[src/rtl/cdma_pkg.sv]
package cdma_pkg;

    typedef enum logic [1:0] {
        ST_IDLE  = 2'd0,
        ST_BURST = 2'd1,
        ST_DRAIN = 2'd2,
        ST_PURGE = 2'd3
    } eng_state_t;

    // Register word indices (byte offset / 4)
    localparam logic [1:0] W_CTRL = 2'd0;
    localparam logic [1:0] W_ADDR = 2'd1;
    localparam logic [1:0] W_CNT  = 2'd2;

    // Control word bit positions
    localparam int B_INT_PEND = 0;
    localparam int B_ERR_PEND = 1;
    localparam int B_DRAIN    = 2;
    localparam int B_INT_EN   = 4;
    localparam int B_RESET    = 7;
    localparam int B_WR_DIR   = 8;
    localparam int B_DMA_EN   = 9;
    localparam int B_CYC      = 10;
    localparam int B_CNT_EN   = 13;
    localparam int B_TC       = 14;
    localparam int B_BURST_LO = 18;
    localparam int B_TCI_MASK = 23;
    localparam int B_ACTIVE   = 25;
    localparam int B_CUR_LD   = 26;
    localparam int B_NXT_LD   = 27;
    localparam int B_ID_LO    = 28;

    localparam int BEATS_W = 5;

    function automatic logic [BEATS_W-1:0] burst_beats(input logic [1:0] code);
        logic [BEATS_W-1:0] n;
        unique case (code)
            2'b00:   n = BEATS_W'(4);
            2'b01:   n = BEATS_W'(8);
            2'b10:   n = BEATS_W'(1);
            default: n = BEATS_W'(16);
        endcase
        return n;
    endfunction

endpackage

[src/rtl/cdma_desc.sv]
module cdma_desc #(
    parameter int CW         = 24,
    parameter int BEAT_BYTES = 4
) (
    input  logic          clk,
    input  logic          rst_n,
    input  logic          cnt_wr,
    input  logic          addr_wr,
    input  logic [31:0]   wdata,
    input  logic          accept,
    input  logic          beat,
    input  logic          drop,
    input  logic          purge,
    input  logic          cnt_en,
    output logic [31:0]   cur_addr,
    output logic [CW-1:0] cur_cnt,
    output logic          cur_valid,
    output logic          nxt_valid,
    output logic          cnt_final,
    output logic          tc_evt
);

    localparam logic [CW-1:0] STEP   = CW'(BEAT_BYTES);
    localparam logic [31:0]   ASTEP  = 32'(BEAT_BYTES);

    logic [CW-1:0] stage_cnt;
    logic [CW-1:0] nxt_cnt;
    logic [31:0]   nxt_addr;
    logic          commit;
    logic          promote;

    assign commit    = addr_wr && accept && !nxt_valid;
    assign promote   = !cur_valid && nxt_valid;
    assign cnt_final = cnt_en && (cur_cnt <= STEP);
    assign tc_evt    = beat && cnt_final;

    always_ff @(posedge clk or negedge rst_n) begin
        if (!rst_n) begin
            stage_cnt <= '0;
            nxt_cnt   <= '0;
            nxt_addr  <= '0;
            nxt_valid <= 1'b0;
            cur_cnt   <= '0;
            cur_addr  <= '0;
            cur_valid <= 1'b0;
        end else if (purge) begin
            stage_cnt <= '0;
            nxt_cnt   <= '0;
            nxt_addr  <= '0;
            nxt_valid <= 1'b0;
            cur_cnt   <= '0;
            cur_addr  <= '0;
            cur_valid <= 1'b0;
        end else begin
            if (cnt_wr) begin
                stage_cnt <= wdata[CW-1:0];
            end
            if (beat) begin
                cur_addr <= cur_addr + ASTEP;
                if (cnt_en) begin
                    cur_cnt <= cnt_final ? '0 : cur_cnt - STEP;
                end
                if (tc_evt) begin
                    cur_valid <= 1'b0;
                end
            end
            if (drop) begin
                cur_valid <= 1'b0;
            end
            if (promote) begin
                cur_addr  <= nxt_addr;
                cur_cnt   <= nxt_cnt;
                cur_valid <= 1'b1;
                nxt_valid <= 1'b0;
            end
            if (commit) begin
                nxt_addr  <= wdata;
                nxt_cnt   <= stage_cnt;
                nxt_valid <= 1'b1;
            end
        end
    end

endmodule

[src/rtl/cdma_engine.sv]
module cdma_engine
    import cdma_pkg::*;
(
    input  logic       clk,
    input  logic       rst_n,
    input  logic       go,
    input  logic [1:0] burst_code,
    input  logic       cnt_final,
    input  logic       ack,
    input  logic       err,
    input  logic       rst_req,
    output logic       mem_req,
    output logic       mem_last,
    output logic       beat,
    output logic       drop,
    output logic       purge,
    output logic       drain,
    output logic       cyc_pend
);

    eng_state_t         state_q, state_d;
    logic [BEATS_W-1:0] left_q;
    logic               in_burst;
    logic               closing;

    assign in_burst = (state_q == ST_BURST) || (state_q == ST_DRAIN);
    assign closing  = in_burst && ack && (mem_last || err);

    always_comb begin
        state_d = state_q;
        unique case (state_q)
            ST_IDLE: begin
                if (rst_req)  state_d = ST_PURGE;
                else if (go)  state_d = ST_BURST;
            end
            ST_BURST: begin
                if (closing)      state_d = rst_req ? ST_PURGE : ST_IDLE;
                else if (rst_req) state_d = ST_DRAIN;
            end
            ST_DRAIN: begin
                if (closing) state_d = ST_PURGE;
            end
            ST_PURGE: state_d = ST_IDLE;
        endcase
    end

    always_ff @(posedge clk or negedge rst_n) begin
        if (!rst_n) begin
            state_q <= ST_IDLE;
            left_q  <= '0;
        end else begin
            state_q <= state_d;
            if (state_q == ST_IDLE && state_d == ST_BURST) begin
                left_q <= burst_beats(burst_code);
            end else if (in_burst && ack) begin
                left_q <= left_q - BEATS_W'(1);
            end
        end
    end

    always_comb begin
        mem_req  = in_burst;
        mem_last = in_burst && ((left_q == BEATS_W'(1)) || cnt_final);
        beat     = in_burst && ack && !err;
        drop     = in_burst && ack && err;
        purge    = (state_q == ST_PURGE);
        drain    = (state_q == ST_DRAIN) || (state_q == ST_PURGE);
        cyc_pend = in_burst;
    end

endmodule

[src/rtl/cdma_channel.sv]
module cdma_channel
    import cdma_pkg::*;
#(
    parameter int         CW         = 24,
    parameter int         BEAT_BYTES = 4,
    parameter logic [3:0] DEV_ID     = 4'h5
) (
    input  logic        clk,
    input  logic        rst_n,
    input  logic [1:0]  reg_word,
    input  logic        reg_wr,
    input  logic [31:0] reg_wdata,
    output logic [31:0] reg_rdata,
    input  logic        dev_req,
    input  logic        dev_irq,
    output logic        mem_req,
    output logic [31:0] mem_addr,
    output logic        mem_we,
    output logic        mem_last,
    input  logic        mem_ack,
    input  logic        mem_err,
    output logic        irq
);

    localparam int PAD_W = 32 - CW;

    logic          wr_ctrl, wr_addr, wr_cnt, rst_req;
    logic          int_en, wr_dir, dma_en, cnt_en, tci_mask;
    logic [1:0]    burst_code;
    logic          int_pend, err_pend, tc_flag;
    logic [31:0]   cur_addr;
    logic [CW-1:0] cur_cnt;
    logic          cur_valid, nxt_valid, cnt_final, tc_evt;
    logic          beat, drop, purge, drain, cyc_pend, go;
    logic [31:0]   ctrl_word;

    assign wr_ctrl = reg_wr && (reg_word == W_CTRL);
    assign wr_addr = reg_wr && (reg_word == W_ADDR);
    assign wr_cnt  = reg_wr && (reg_word == W_CNT);
    assign rst_req = wr_ctrl && reg_wdata[B_RESET];
    assign go      = dma_en && cur_valid && dev_req && ((cur_cnt != '0) || !cnt_en);

    cdma_desc #(.CW(CW), .BEAT_BYTES(BEAT_BYTES)) i_desc (
        .clk       (clk),
        .rst_n     (rst_n),
        .cnt_wr    (wr_cnt),
        .addr_wr   (wr_addr),
        .wdata     (reg_wdata),
        .accept    (dma_en),
        .beat      (beat),
        .drop      (drop),
        .purge     (purge),
        .cnt_en    (cnt_en),
        .cur_addr  (cur_addr),
        .cur_cnt   (cur_cnt),
        .cur_valid (cur_valid),
        .nxt_valid (nxt_valid),
        .cnt_final (cnt_final),
        .tc_evt    (tc_evt)
    );

    cdma_engine i_engine (
        .clk        (clk),
        .rst_n      (rst_n),
        .go         (go),
        .burst_code (burst_code),
        .cnt_final  (cnt_final),
        .ack        (mem_ack),
        .err        (mem_err),
        .rst_req    (rst_req),
        .mem_req    (mem_req),
        .mem_last   (mem_last),
        .beat       (beat),
        .drop       (drop),
        .purge      (purge),
        .drain      (drain),
        .cyc_pend   (cyc_pend)
    );

    // Configuration and sticky flags
    always_ff @(posedge clk or negedge rst_n) begin
        if (!rst_n) begin
            int_en     <= 1'b0;
            wr_dir     <= 1'b0;
            dma_en     <= 1'b0;
            cnt_en     <= 1'b0;
            tci_mask   <= 1'b0;
            burst_code <= 2'b00;
            int_pend   <= 1'b0;
            err_pend   <= 1'b0;
            tc_flag    <= 1'b0;
        end else if (purge) begin
            int_en     <= 1'b0;
            wr_dir     <= 1'b0;
            dma_en     <= 1'b0;
            cnt_en     <= 1'b0;
            tci_mask   <= 1'b0;
            burst_code <= 2'b00;
            int_pend   <= 1'b0;
            err_pend   <= 1'b0;
            tc_flag    <= 1'b0;
        end else begin
            if (wr_ctrl && !reg_wdata[B_RESET]) begin
                int_en     <= reg_wdata[B_INT_EN];
                wr_dir     <= reg_wdata[B_WR_DIR];
                dma_en     <= reg_wdata[B_DMA_EN];
                cnt_en     <= reg_wdata[B_CNT_EN];
                tci_mask   <= reg_wdata[B_TCI_MASK];
                burst_code <= reg_wdata[B_BURST_LO +: 2];
            end
            int_pend <= (int_pend && !(wr_ctrl && reg_wdata[B_INT_PEND]))
                        || dev_irq || (tc_evt && !tci_mask);
            err_pend <= (err_pend && !(wr_ctrl && reg_wdata[B_ERR_PEND])) || drop;
            tc_flag  <= (tc_flag && !(wr_ctrl && reg_wdata[B_TC])) || tc_evt;
        end
    end

    always_comb begin
        ctrl_word                     = '0;
        ctrl_word[B_INT_PEND]         = int_pend;
        ctrl_word[B_ERR_PEND]         = err_pend;
        ctrl_word[B_DRAIN]            = drain;
        ctrl_word[B_INT_EN]           = int_en;
        ctrl_word[B_WR_DIR]           = wr_dir;
        ctrl_word[B_DMA_EN]           = dma_en;
        ctrl_word[B_CYC]              = cyc_pend;
        ctrl_word[B_CNT_EN]           = cnt_en;
        ctrl_word[B_TC]               = tc_flag;
        ctrl_word[B_BURST_LO +: 2]    = burst_code;
        ctrl_word[B_TCI_MASK]         = tci_mask;
        ctrl_word[B_ACTIVE]           = dma_en && cur_valid;
        ctrl_word[B_CUR_LD]           = cur_valid;
        ctrl_word[B_NXT_LD]           = nxt_valid;
        ctrl_word[B_ID_LO +: 4]       = DEV_ID;
    end

    always_comb begin
        unique case (reg_word)
            W_CTRL:  reg_rdata = ctrl_word;
            W_ADDR:  reg_rdata = cur_addr;
            W_CNT:   reg_rdata = {{PAD_W{1'b0}}, cur_cnt};
            default: reg_rdata = '0;
        endcase
    end

    assign mem_addr = cur_addr;
    assign mem_we   = wr_dir;
    assign irq      = int_en && (int_pend || err_pend);

endmodule

[config.mk]
export PLATFORM = sky130hd
export DESIGN_NAME = cdma_channel
export DESIGN_NICKNAME = d
export VERILOG_FILES = /design/src/rtl/cdma_pkg.sv /design/src/rtl/cdma_desc.sv /design/src/rtl/cdma_engine.sv /design/src/rtl/cdma_channel.sv
export SDC_FILE = /design/constraint.sdc
export NUM_CORES = 1
export LEC_CHECK = 0
export ABC_AREA = 1
export CAP_MARGIN = 5
export CORE_UTILIZATION = 60
export DETAILED_ROUTE_END_ITERATION = 12
export PLACE_DENSITY = 0.86
export SLEW_MARGIN = 40
export SYNTH_ARGS = -nofsm -noshare
export SYNTH_HDL_FRONTEND = slang
export SYNTH_SLANG_ARGS = --single-unit
[constraint.sdc]
create_clock -name clk -period 6.46 [get_ports clk]
set_clock_uncertainty 0.05 [all_clocks]
set_input_delay 1.938 -clock clk [delete_from_list [all_inputs] [get_ports clk]]
set_output_delay 1.938 -clock clk [all_outputs]
set_load 0.05 [all_outputs]
==> qor.yml <==
dp_hpwl_mm: 17.40
clkSinkCount: 155
synthTopCellsByArea: "dfrtp_1 (46%), inv_1 (6.7%), nand2_1 (5.9%)"
synth_area_leader_cell: "dfrtp_1"
diodes: 0
grt_pass1_wl_mm: 40.49
die_h_um: 120.1
worstPathMaxFanout: 16
whs_ns: 0.4635
drt-pass1-iter-count: 6
via_count: 8160
cts_setup_buffers: 0
root_buffer: "clkbuf_16"
worstMarginPinSlew_ns: 0.8272
fill_cells: 898
max_stage_delay_ns: 0.66
setup_viol: 0
grt_pass1_vias: 7804
synth_area_sq_um: 8366
grt_max_degree: 117
grt_overflow_total: 0
synth_seq_cells: 155
cp_slowest_cell: "clkdlybuf4s50_1"
min_path_type: "flop to flop"
routedWlPerCell_um: 19.76
syn_nets: 1073
dpl_cell_area_sq_um: 9803
wl_mm: 25.65
drtIter0Drc: 1170
synth_most_common_cell: "dfrtp_1"
post-route-period-util_pct: 90.35
layout_min_cycle_time_ns: 5.836
start_util_pct: 62.43
ios: 109
core-area_sq_um: 13400
cp.arrival_ns: 3.85
ir_drop_v: 0.0002825
startpoint_type: "input pin"
max-slew-margin-rel_pct: 44.80
drv_slew: 0
yosys.area.top_type_share_pct: 46.37
gp_congestion: 0.9447
drtAntennaViolNets: 0
seq_area_frac_synth_pct: 46.37
dieWidth_um: 120.1
ctsResizeCount: 0
ys.flop_type: "dfrtp_1"
drv_cap: 0
p_leak_nw: 4.838
cts_tree: "built"
synthTopCellsByCount: "dfrtp_1 (155), inv_1 (149), nand2_1 (132), nand3_1 (91), o21ai_0 (70)"
drive_above_1_share_pct: 12.83
required_ns: 4.47
postCtsHoldBufs: 0
status: "completed"
synth-edff-count: 0
remaining_drc_errors: 0
async_flop_share_pct: 100.0
cts-buffers-inserted: 17
io_buffers: 108
fin_util_pct: 77.61
fin_area_sq_um: 10400
worstSkewPairLatency_ns: 0.44
crit_family: "buffers and inverters"
antenna_found_initial: 0
viasPerCell: 6.287
end_kind: "primary output"
yosys_warnings: 0
h-tree-depth: 4
synth_area_per_cell_sq_um: 8.193
nets: 1162
dp_slack_ns: 0.7140
rsz0062_at_grt: "no"
path_buf_inv: 3
critPathKind: "input pin to primary output"
hold_viol: 0
rows: 42
syn_inst: 1021
synth_cell_types: 55
max_freq_mhz: 171.3
clkTransAtPathRegs_ns: 0.06
syn2layout_area_growth_pct: 24.32
path_cells: "clkdlybuf4s50_1 -> nor2_1 -> inv_1 -> o221ai_1 -> buf_12"
tns_ns: 0
grtUsageTotal_pct: 36.97
setup_ws_ns: 0.6235
powerDensity_nw_per_um2: 512.8
clock_path_buffers: 2
die-area_sq_um: 14420
==> stage by stage <==
step	std cells	total power [mW]
after floorplan	1021	3.393
after global placement	1266	4.209
after detailed placement	1266	4.285
after CTS	1297	5.264
after global routing	1298	5.586
final	1298	5.333
==> placed cells by master, fill, tap and decap left out, drive strengths merged, types with 2 or more instances in the layout <==
cell and instances:
a21oi 45, a221oi 4, a22oi 22, a31oi 17, buf 41, clkbuf 22, clkdlybuf4s50 77, clkinv 3
clkinvlp 4, dfrtp 155, ha 11, inv 170, nand2 141, nand3 96, nand3b 2, nand4 9
nor2 84, nor3 15, nor3b 2, nor4 4, o211ai 4, o21ai 105, o221ai 11, o22ai 44
or2 3, xnor2 2, xor2 17
==> layout make-up <==
type | count | area (sq um) | area share (%)
clock buffer | 22 | 464.2 | 4.463
clock inverter | 9 | 91.34 | 0.8782
inverter | 169 | 636.9 | 6.124
multi-input combinational | 649 | 3665 | 35.24
sequential | 155 | 3879 | 37.30
tap | 176 | 220.2 | 2.117
timing repair buffer | 118 | 1444 | 13.88
==> worst paths after layout <==
check / from / end / slack (ns) / cells past startpoint
worst max-delay path: reg_word[0] / reg_rdata[13] / 0.62 / 5
worst min-delay path: i_desc.nxt_cnt[18] / i_desc.nxt_cnt[18] / 0.46 / 2
worst max register to register: i_engine.state_q[0] / i_desc.cur_cnt[6] / 2.92 / 7
worst min register to register: i_desc.nxt_cnt[18] / i_desc.nxt_cnt[18] / 0.46 / 2
max in group asynchronous: rst_n / i_desc.nxt_cnt[19] / 4.07 / 2
min in group asynchronous: rst_n / i_desc.stage_cnt[22] / 1.34 / 1
==> report_power, final <==
| group | internal, mW | total (mW) | switching (mW) |
|---|---|---|---|
| sequential | 1.37 | 1.74 | 0.370 |
| combinational | 0.897 | 2.64 | 1.75 |
| clock | 0.549 | 0.954 | 0.405 |
| total | 2.81 | 5.33 | 2.52 |
==> cell families (layout without fill, tap and decap cells) <==
family | count (synthesis) | in the layout | synth area share, %
and+or+nand+nor | 358 | 358 | 20.92
AOI/OAI and AO/OA | 261 | 261 | 18.65
buffers and inverters | 217 | 318 | 10.42
DFF | 155 | 155 | 46.37
xor gates and xnor gates | 19 | 19 | 1.989
adders and majority gates | 11 | 11 | 1.645
==> worst register-to-register path, stage by stage, from the launching register on <==
cell and delay (ns):
dfrtp_1 0.45, ha_1 0.50, nor2_4 0.74, inv_2 0.34
nor2_2 0.74, nor2_1 0.29, a211oi_1 0.25, or2_1 0.13
==> state kept, by name (all words and copies together) (netlist names), 2 cells and up <==
name / flops
i_desc.nxt_cnt: 24
i_desc.stage_cnt: 24
i_desc.cur_addr: 32
i_desc.nxt_addr: 32
burst_code: 2
i_engine.left_q: 5
i_engine.state_q: 2
i_desc.cur_cnt: 24
==> layer usage <==
layer	wire, um	vias to the layer above	global-route usage (%)
met2	11910	563	57.51
met3	3040	98	11.36
met5	0	-	0
met4	1031	0	16.33
li1	-	3620	-
met1	9668	3879	47.56
Power figures use the tool's default switching activity.
